<file path="src/rtl/iommu_ctx_pkg.sv">
package iommu_ctx_pkg;

   localparam int WORD_W    = 32;
   localparam int WIN_BITS  = 6;

   localparam logic [5:0] OFS_CTRL  = 6'h00;
   localparam logic [5:0] OFS_TBLO  = 6'h10;
   localparam logic [5:0] OFS_TBHI  = 6'h14;
   localparam logic [5:0] OFS_STAT  = 6'h20;
   localparam logic [5:0] OFS_FALO  = 6'h30;
   localparam logic [5:0] OFS_FAHI  = 6'h34;

   localparam int BIT_FLUSH = 1;
   localparam int BIT_IRQEN = 2;

   localparam logic [31:0] CTRL_ROOT_KEEP  = 32'h2003_003D;
   localparam logic [31:0] CTRL_CACHE_KEEP = 32'h0000_0005;
   localparam logic [31:0] TBLO_KEEP       = 32'hFFFF_F000;
   localparam logic [31:0] TBHI_KEEP       = 32'h0000_00FF;
   localparam logic [31:0] STAT_ERR_FLAGS  = 32'h0000_0017;

   function automatic logic [31:0] pack_status(input logic [3:0] flags,
                                               input logic [2:0] code,
                                               input logic [1:0] level);
      logic [31:0] s;
      s = '0;
      s[2:0]   = flags[2:0];
      s[4]     = flags[3];
      s[10:8]  = code;
      s[13:12] = level;
      return s;
   endfunction

endpackage

</file>
<file path="src/rtl/iommu_ctx_ctrl.sv">
module iommu_ctx_ctrl
   import iommu_ctx_pkg::*;
#(
   parameter bit IS_ROOT = 1'b1
) (
   input  logic        clk,
   input  logic        rst_n,
   input  logic        wr_ctrl,
   input  logic        wr_tblo,
   input  logic        wr_tbhi,
   input  logic [31:0] wdata,
   input  logic        done_hit,
   output logic [31:0] ctrl_rd,
   output logic [31:0] tblo_rd,
   output logic [31:0] tbhi_rd,
   output logic        flush_busy,
   output logic        irq_en
);

   logic [31:0] keep_mask;
   logic [31:0] ctrl_q;
   logic        busy_q;
   logic        set_flush;

   if (IS_ROOT) begin : g_root
      assign keep_mask = CTRL_ROOT_KEEP;
   end else begin : g_cache
      assign keep_mask = CTRL_CACHE_KEEP;
   end

   assign set_flush = wr_ctrl && wdata[BIT_FLUSH];

   always_ff @(posedge clk) begin
      if (!rst_n) begin
         ctrl_q  <= '0;
         busy_q  <= 1'b0;
         tblo_rd <= '0;
         tbhi_rd <= '0;
      end else begin
         if (wr_ctrl) ctrl_q  <= wdata & keep_mask;
         if (wr_tblo) tblo_rd <= wdata & TBLO_KEEP;
         if (wr_tbhi) tbhi_rd <= wdata & TBHI_KEEP;
         if (set_flush)     busy_q <= 1'b1;
         else if (done_hit) busy_q <= 1'b0;
      end
   end

   always_comb begin
      ctrl_rd            = ctrl_q;
      ctrl_rd[BIT_FLUSH] = busy_q;
   end

   assign flush_busy = busy_q;
   assign irq_en     = ctrl_q[BIT_IRQEN];

   // a flush write always leaves the flag set
   p_flush_set_r4: assert property (@(posedge clk) disable iff (!rst_n)
      set_flush |=> flush_busy);

   // a done without a competing set clears the flag
   p_flush_done_r5: assert property (@(posedge clk) disable iff (!rst_n)
      (done_hit && !set_flush) |=> !flush_busy);

endmodule

</file>
<file path="src/rtl/iommu_ctx_fault.sv">
module iommu_ctx_fault
   import iommu_ctx_pkg::*;
(
   input  logic        clk,
   input  logic        rst_n,
   input  logic        wr_stat,
   input  logic [31:0] wdata,
   input  logic        cap_hit,
   input  logic [3:0]  flags,
   input  logic [2:0]  code,
   input  logic [1:0]  level,
   input  logic [63:0] faddr,
   output logic [31:0] stat_rd,
   output logic [31:0] falo_rd,
   output logic [31:0] fahi_rd,
   output logic        err_any
);

   logic [31:0] stat_q;
   logic [63:0] addr_q;
   logic        clr;
   logic        take;

   assign clr     = wr_stat && (wdata == '0);
   assign err_any = |(stat_q & STAT_ERR_FLAGS);
   assign take    = cap_hit && (clr || !err_any);

   always_ff @(posedge clk) begin
      if (!rst_n) begin
         stat_q <= '0;
         addr_q <= '0;
      end else if (take) begin
         stat_q <= pack_status(flags, code, level);
         addr_q <= faddr;
      end else if (clr) begin
         stat_q <= '0;
         addr_q <= '0;
      end
   end

   assign stat_rd = stat_q;
   assign falo_rd = addr_q[31:0];
   assign fahi_rd = addr_q[63:32];

   // a held fault is not overwritten
   p_first_kept_r9: assert property (@(posedge clk) disable iff (!rst_n)
      (err_any && !clr) |=> ($stable(stat_q) && $stable(addr_q)));

   // a zero write with no fault wipes status and address
   p_clear_wipes_r10: assert property (@(posedge clk) disable iff (!rst_n)
      (clr && !cap_hit) |=> (stat_q == '0 && addr_q == '0));

endmodule

</file>
<file path="src/rtl/iommu_ctx_regs.sv">
module iommu_ctx_regs
   import iommu_ctx_pkg::*;
#(
   parameter int NUM_CTX = 8,
   parameter bit IS_ROOT = 1'b1,
   parameter int CTX_W   = $clog2(NUM_CTX),
   parameter int ADDR_W  = CTX_W + WIN_BITS
) (
   input  logic              clk,
   input  logic              rst_n,
   input  logic              reg_wr,
   input  logic [ADDR_W-1:0] reg_addr,
   input  logic [31:0]       reg_wdata,
   output logic [31:0]       reg_rdata,
   output logic              flush_req,
   output logic [CTX_W-1:0]  flush_ctx,
   input  logic              flush_done,
   input  logic [CTX_W-1:0]  flush_done_ctx,
   input  logic              fault_valid,
   input  logic [CTX_W-1:0]  fault_ctx,
   input  logic [3:0]        fault_flags,
   input  logic [2:0]        fault_code,
   input  logic [1:0]        fault_level,
   input  logic [63:0]       fault_addr,
   output logic              irq
);

   if (NUM_CTX < 2 || (NUM_CTX & (NUM_CTX - 1)) != 0) begin : g_bad_ctx
      $error("NUM_CTX must be a power of two of at least 2");
   end
   if (NUM_CTX > 16) begin : g_too_many
      $error("NUM_CTX above 16 exceeds the table select field");
   end
   if (ADDR_W != CTX_W + WIN_BITS || CTX_W != $clog2(NUM_CTX)) begin : g_bad_w
      $error("CTX_W and ADDR_W must keep their derived values");
   end

   logic [CTX_W-1:0] ctx_sel;
   logic [5:0]       ofs;
   logic [31:0]      ctrl_v [NUM_CTX];
   logic [31:0]      tblo_v [NUM_CTX];
   logic [31:0]      tbhi_v [NUM_CTX];
   logic [31:0]      stat_v [NUM_CTX];
   logic [31:0]      falo_v [NUM_CTX];
   logic [31:0]      fahi_v [NUM_CTX];
   logic [NUM_CTX-1:0] busy_v;
   logic [NUM_CTX-1:0] irqen_v;
   logic [NUM_CTX-1:0] err_v;
   logic             issue;

   assign ctx_sel = reg_addr[ADDR_W-1:WIN_BITS];
   assign ofs     = reg_addr[WIN_BITS-1:0];

   for (genvar i = 0; i < NUM_CTX; i++) begin : g_ctx
      logic sel;
      assign sel = reg_wr && (ctx_sel == CTX_W'(i));

      iommu_ctx_ctrl #(.IS_ROOT(IS_ROOT)) i_ctrl (
         .clk       (clk),
         .rst_n     (rst_n),
         .wr_ctrl   (sel && ofs == OFS_CTRL),
         .wr_tblo   (sel && ofs == OFS_TBLO),
         .wr_tbhi   (sel && ofs == OFS_TBHI),
         .wdata     (reg_wdata),
         .done_hit  (flush_done && flush_done_ctx == CTX_W'(i)),
         .ctrl_rd   (ctrl_v[i]),
         .tblo_rd   (tblo_v[i]),
         .tbhi_rd   (tbhi_v[i]),
         .flush_busy(busy_v[i]),
         .irq_en    (irqen_v[i])
      );

      iommu_ctx_fault i_fault (
         .clk     (clk),
         .rst_n   (rst_n),
         .wr_stat (sel && ofs == OFS_STAT),
         .wdata   (reg_wdata),
         .cap_hit (fault_valid && fault_ctx == CTX_W'(i)),
         .flags   (fault_flags),
         .code    (fault_code),
         .level   (fault_level),
         .faddr   (fault_addr),
         .stat_rd (stat_v[i]),
         .falo_rd (falo_v[i]),
         .fahi_rd (fahi_v[i]),
         .err_any (err_v[i])
      );
   end

   always_comb begin
      unique case (ofs)
         OFS_CTRL: reg_rdata = ctrl_v[ctx_sel];
         OFS_TBLO: reg_rdata = tblo_v[ctx_sel];
         OFS_TBHI: reg_rdata = tbhi_v[ctx_sel];
         OFS_STAT: reg_rdata = stat_v[ctx_sel];
         OFS_FALO: reg_rdata = falo_v[ctx_sel];
         OFS_FAHI: reg_rdata = fahi_v[ctx_sel];
         default:  reg_rdata = '0;
      endcase
   end

   assign issue = reg_wr && (ofs == OFS_CTRL) && reg_wdata[BIT_FLUSH]
                  && !busy_v[ctx_sel];

   always_ff @(posedge clk) begin
      if (!rst_n) begin
         flush_req <= 1'b0;
         flush_ctx <= '0;
      end else begin
         flush_req <= issue;
         if (issue) flush_ctx <= ctx_sel;
      end
   end

   assign irq = |(irqen_v & err_v);

   // an issued request always refers to a context that is flushing
   p_req_busy_r6: assert property (@(posedge clk) disable iff (!rst_n)
      flush_req |-> busy_v[flush_ctx]);

   // a busy context never gets a second request
   p_no_dup_req_r6: assert property (@(posedge clk) disable iff (!rst_n)
      (reg_wr && ofs == OFS_CTRL && busy_v[ctx_sel] && !flush_done) |=> !flush_req);

endmodule

</file>
<file path="config.mk">
export PLATFORM = sky130hd
export DESIGN_NAME = iommu_ctx_regs
export DESIGN_NICKNAME = d
export VERILOG_FILES = /design/src/rtl/iommu_ctx_pkg.sv /design/src/rtl/iommu_ctx_ctrl.sv /design/src/rtl/iommu_ctx_fault.sv /design/src/rtl/iommu_ctx_regs.sv
export SDC_FILE = /design/constraint.sdc
export NUM_CORES = 2
export LEC_CHECK = 0
export ABC_AREA = 0
export BUFFER_PORTS_ARGS = -buffer_cell sky130_fd_sc_hd__buf_2
export CORE_MARGIN = 2
export CORE_UTILIZATION = 45
export CTS_CLUSTER_DIAMETER = 100
export CTS_CLUSTER_SIZE = 8
export DETAILED_ROUTE_END_ITERATION = 10
export PLACE_DENSITY_LB_ADDON = 0.15
export SYNTH_ARGS = -nofsm -noshare
export SYNTH_HDL_FRONTEND = slang
export SYNTH_HIERARCHICAL = 1
export SYNTH_SLANG_ARGS = --single-unit
export TNS_END_PERCENT = 30
</file>
<file path="constraint.sdc">
create_clock -name clk -period 4.5 [get_ports clk]
set_input_delay 0.675 -clock clk [delete_from_list [all_inputs] [get_ports clk]]
set_output_delay 0.675 -clock clk [all_outputs]
set_load 0.03 [all_outputs]
</file>
### Yosys cells after proc, flatten, opt, wreduce, memory -nomap -nowiden

Index checks and enable logic that the tools add are counted.

| word-level totals | value |
|---|---|
| register bits after elaboration | 884 |
| output and inout bits | 37 |
| input bits | 125 |

| cells by class | value |
|---|---|
| mux-type cells | 69 |
| reductions and logical operators | 130 |
| magnitude comparators | 2 |
| equality and inequality tests | 26 |
| bitwise gates (word level) | 2 |

Operators with widths:

| operator | count |
|---|---|
| two-way mux 64 bit | 16 |
| binary-select mux 32 bit (select 3 bit) | 6 |
| two-way mux 32 bit | 12 |
| two-way mux 14 bit | 16 |
| case mux 32 bit (6 select lines) | 1 |
| logical AND 1 bit | 83 |
| equality test 3 bit (second input constant) | 12 |
| logical NOT 32 bit | 1 |
| nonzero test 2 bit | 16 |
| OR reduction 4 bit | 8 |
| equality test 3 x 2 -> 1 bit (second input constant) | 6 |
| equality test 6 bit (second input constant) | 3 |
| two-way mux 1 bit | 17 |
| equality test 6 x 5 -> 1 bit (second input constant) | 2 |
| equality test 3 x 1 -> 1 bit (second input constant) | 3 |
| logical NOT 1 bit | 9 |
| logical NOT 3 bit | 3 |
| AND 8 bit | 1 |
| logical OR 1 bit | 8 |
| OR reduction 8 bit | 1 |
| logical NOT 6 bit | 1 |
| >= comparator 4 bit (second input constant) | 1 |
| < comparator 3 x 4 -> 1 bit (second input constant) | 1 |
| inverter 3 -> 4 bit | 1 |
| binary-select mux 1 bit (select 3 bit) | 1 |

### Logic depth before layout (Yosys ltp)

| depth | value |
|---|---|
| depth in word-level cells | 7 |
| gate-level depth with buffers | 14 |
| gate-level depth less buffers | 8 |

### Hierarchy

Netlist, hierarchy kept.

Modules (own cells, without submodules):

| module | area each (um^2) | sequential area each (um^2) | instances | cells each |
|---|---|---|---|---|
| iommu_ctx_fault | 2533.7 | 1461.4 | 8 | 208 |
| iommu_ctx_ctrl | 1858.0 | 740.7 | 8 | 181 |
| iommu_ctx_regs | 13371.6 | 80.1 | 1 | 1427 |

### Worst setup path before layout

No wires, ideal clock.

| timing | value |
|---|---|
| kind | input to register |
| start point | in reg_addr[7] |
| end point | reg g_ctx[6].i_fault.addr_q[52] |
| stages on the path | 14 |
| data required time | 4.383 ns |
| arrival time | 3.305 ns |
| setup slack | 1.079 ns |
| cell sequence | buf_4 > buf_2 > buf_2 > buf_2 > nor2b_1 > nand3_1 > nor2_1 > nor4b_1 > nand2_1 > nor4_2 > nor2_1 > buf_2 > buf_2 > a22o_1 |

| between the ends | value |
|---|---|
| cells in the longest elaborated chain, start to end | 7 |
| elaborated cells between the ends (all ways) | 8 |

RTL lines:

| item | RTL line | source |
|---|---|---|
| start: declaration | iommu_ctx_regs.sv:12 | `input logic [ADDR_W-1:0] reg_addr,` |
| equality test 3 bit * | iommu_ctx_regs.sv:56 | `assign sel = reg_wr && (ctx_sel == CTX_W'(i));` |
| logical AND 1 bit * | iommu_ctx_regs.sv:56 |  |
| logical AND 1 bit * | iommu_ctx_regs.sv:76 | `.wr_stat (sel && ofs == OFS_STAT),` |
| logical AND 1 bit * | iommu_ctx_fault.sv:24 | `assign clr = wr_stat && (wdata == '0);` |
| logical OR 1 bit | iommu_ctx_fault.sv:26 | `assign take = cap_hit && (clr \|\| !err_any);` |
| logical AND 1 bit | iommu_ctx_fault.sv:26 |  |
| two-way mux 64 bit or nonzero test 2 bit (tied branches) | n/a |  |
| end signal: assignment | iommu_ctx_fault.sv:34 | `addr_q <= faddr;` |
| end: declaration | iommu_ctx_fault.sv:20 | `logic [63:0] addr_q;` |

Mark *: on every way between the ends. The rest lies on a longest branch, timed or not.
A chain may end at the register's enable or synchronous reset.

### Final worst setup path

| timing | value |
|---|---|
| start point | in reg_addr[8] |
| end point | out reg_rdata[10] |

| between the ends | value |
|---|---|
| cells in the longest elaborated chain, start to end | 5 |
| elaborated cells between the ends (all ways) | 20 |

RTL lines:

| item | RTL line | source |
|---|---|---|
| inverter 3 -> 4 bit (implied by the code) * | n/a |  |
| binary-select mux 32 bit (select 3 bit), or another cell as far along | iommu_ctx_regs.sv:97 | `OFS_FAHI: reg_rdata = fahi_v[ctx_sel];` |
| two-way mux 32 bit (implied by the code), or another cell as far along (2 in a row) | iommu_ctx_regs.sv:97 |  |
| case mux 32 bit (6 select lines) * | iommu_ctx_regs.sv:91 | `unique case (ofs)` |
| end: declaration | iommu_ctx_regs.sv:14 | `output logic [31:0] reg_rdata,` |

Mark *: on every way between the ends. The rest lies on a longest branch, timed or not. The select of a mux whose other input is x is not followed.

==> summary.txt <==
Detailed routing
  • Via count: 34300
  • Highest routed layer: met5
  • Met1 wire length: 68000 um
  • Vias per inst: 5.66
  • Routed Antenna Nets: 0
  • Met3 wire length: 10600 um
  • Routed wire length: 152000 um
  • DRC Markers: 0
  • Routed met2 length: 67700 um
  • Drt wl/cell: 25.0 um
  • 1st-iter DRT viols: 2820
  • DR pass1 iterations: 5

Global route
  • Remaining Overflow, GRT: 0
  • Largest net degree at the start of global routing: 241
  • Global Route Usage Sum: 26.9%
  • First-pass GRT wire length: 225000 um
  • Number of global-route vias before repair: 33400
  • Initial antenna violation count: 26

Synth
  • Synthesized area per cell: 10.7 um2
  • Top cell type's share of synthesized area: 36.5%
  • Sequential area share after synthesis: 36.5%
  • Synth top cells by count: dfxtp_1, mux2i_1, buf_4, a22o_1, nor2b_1
  • Post-Syn Instances: 4539
  • Synthesis Warnings: 6
  • Area leader, netlist: dfxtp_1
  • Netlist Area Pre-Place: 48500 um2
  • Area contributors post-synth: dfxtp_1, mux2i_1, buf_4, a22o_1, mux4_2
  • Main synth FF type: dfxtp_1
  • Post-synth EDFFs: 0
  • Count of different cell masters after synthesis: 49
  • FF+latch count, synth: 884
  • Most frequent cell after synthesis: dfxtp_1
  • Async SR Flop Fraction: 0%

STA
  • FMAX: 245 MHz
  • Endpoints failing hold: 0
  • Fin crit share: 90.6%
  • Slew Limit Fails: 0
  • Min cycle time layout: 4080 ps
  • PnR worst setup slack: 422 ps
  • Rel. slew slack: 15.4%
  • Final setup viols: 0
  • Slew @ Worst Pin: 1270 ps
  • Total negative slack: 0 ps
  • Worst Skew: 60.3 ps
  • RSZ-0062 raised after global routing: no
  • Min Hold Slack: 257 ps

Worst setup path
  • Crit Path Class: in2out
  • Crit end category: output port
  • Launch point of the worst reg-to-reg path: g_ctx[0].i_fault/stat_rd[0]$_SDFFE_PN0P_
  • Setup slack, reg-to-reg: 1920 ps
  • Crit path max fanout: 22
  • Arr. time, crit path: 3400 ps
  • Beginning of the critical path: reg_addr[8]
  • WP data required: 3830 ps
  • Startpoint class of the critical path: input pin

Power and ir drop
  • Flop pwr share: 44.4%
  • Switching part of the total power: 25.8%
  • Clock network fraction of design power: 45.4%
  • Maximum vdd drop: 338 uV
  • Switching Power: 4.66 mW
  • Internal: 13.4 mW
  • Pwr dens: 347 nW/um2
  • Leak: 20.5 nW
  • Tot Pwr: 18.0 mW
  • Combinational Power Share: 10.2%

Cells and area
  • Fillers: 9833
  • Multi-input gate area: 26100 um2
  • Area grow syn2layout: 7.17%
  • Storage cell area: 17700 um2
  • Nets: 4782
  • Fraction of layout cells with a size suffix above 1: 14.8%
  • Final Instance Area: 52000 um2
  • Util after Layout: 48.6%
  • Finished Layout Cells: 6068

Run
  • Maxcap violations: 0

CTS
  • CTS tree: built
  • Clock tree root driver cell: clkbuf_16
  • Deepest clock path buffer count: 3
  • Post-cts gate resize count: 0
  • Skew-Pair Late Insertion Delay: 710 ps
  • Clock-pin slew on the worst setup and hold paths: 50 ps
  • Hold_buf cts: 0
  • Sink Count: 884
  • Post-CTS setup buffers: 0
  • H-tree level count: 3
  • CTS Buf Count: 120

Status
  • Outcome: finished, final reports clean

Place
  • I/O Buffers: 161
  • RD Place Congestion: 0.831
  • Placed Cells: 5938
  • DP HPWL: 97100 um
  • Placement-stage cell area: 48800 um2
  • Pre-CTS WS: 437 ps

Floorplan
  • CORE AREA: 107000 um2
  • Die X: 332 um
  • # IOs: 162
  • Die Area: 110000 um2
  • Initial core utilization: 45.3%
  • Vert. Die Dim: 332 um
  • Row cnt: 120

Min path
  • Hold Path Class: in2reg
  • Hold_sp: fault_addr[12]
[metal layers]
metal / GRT usage (%) / vias up
li1: - / 15800
met1: 36.8 / 17000
met2: 42.0 / 1123
met3: 5.38 / 303
met4: 9.62 / 32
met5: 0 / -
[critical path, stage by stage]
cell and delay, ps:
buf_6 260, nor2b_4 820, buf_4 340, a22o_1 160
a221oi_1 50, a22oi_1 380, nand4_1 370, buf_2 300
[power groups by stage]
| stage | Clock (mW) | Sequential, mW | Combinational, mW |
|---|---|---|---|
| floorplan | 0 | 8.15 | 1.52 |
| CTS | 8.33 | 8.01 | 1.79 |
| global route | 8.65 | 8.02 | 1.96 |
| detailed placement | 0 | 8.17 | 1.79 |
| global placement | 0 | 8.17 | 1.79 |
| finish | 8.20 | 8.01 | 1.84 |
[cell families (layout without fill, tap and decap cells)]
kind of cell	Yosys count	count (layout)	synth area share, %
flip-flops	884	884	36.5
multiplexers	996	996	23.9
AND/OR/NAND/NOR	692	692	8.28
buffers and inverters	1023	507	14.9
other	16	658	0.124
AO/OA/AOI/OAI	928	928	16.4
[final timing paths]
path / end / cells after the start
setup / recovery: reg_rdata[10] / 8
hold / removal: g_ctx[1].i_fault/addr_q[12]$_SDFFE_PN0P_ / 2
setup reg to reg: g_ctx[0].i_fault/addr_q[30]$_SDFFE_PN0P_ / 5
hold reg to reg: flush_ctx[0]$_SDFFE_PN0P_ / 2
[state kept, by name (all words and copies together) (netlist names)]
register,flops
g_ctx.i_fault/addr_q,512
flush_ctx,3
g_ctx.i_fault/stat_rd,72
g_ctx.i_ctrl/ctrl_q,64
g_ctx.i_ctrl/tblo_rd,160
g_ctx.i_ctrl/tbhi_rd,64
flush_req,1
g_ctx.i_ctrl/flush_busy,8
[layout by cell type, fill, tap and decap left out, drive strengths merged, types with 6 or more instances in the layout]
| cell | count |
|---|---|
| o221ai | 10 |
| a21oi | 8 |
| nor2b | 294 |
| o21ai | 11 |
| nand2b | 15 |
| a221oi | 44 |
| nand2 | 80 |
| a22o | 574 |
| nor4b | 9 |
| nor4 | 57 |
| o22a | 20 |
| o2bb2ai | 32 |
| or4 | 20 |
| clkbuf | 120 |
| clkinv | 6 |
| dfxtp | 884 |
| a22oi | 210 |
| nor2 | 65 |
| inv | 9 |
| a21boi | 8 |
| and4 | 10 |
| nor3 | 7 |
| mux4 | 129 |
| or3 | 10 |
| nand3 | 90 |
| conb | 656 |
| nand4 | 29 |
| mux2i | 866 |
| buf | 371 |
[cell type report]
type / instances / share of cell area, %
repair buffers: 371 / 6.07
clock inverters: 8 / 0.395
diodes: 2 / 0.00963
multi-input cells: 3272 / 50.3
flip-flops and latches: 884 / 34.0
well taps: 1403 / 3.38
inverters: 8 / 0.0578
clock buffers: 120 / 5.78
Power figures use the tool's default switching activity.
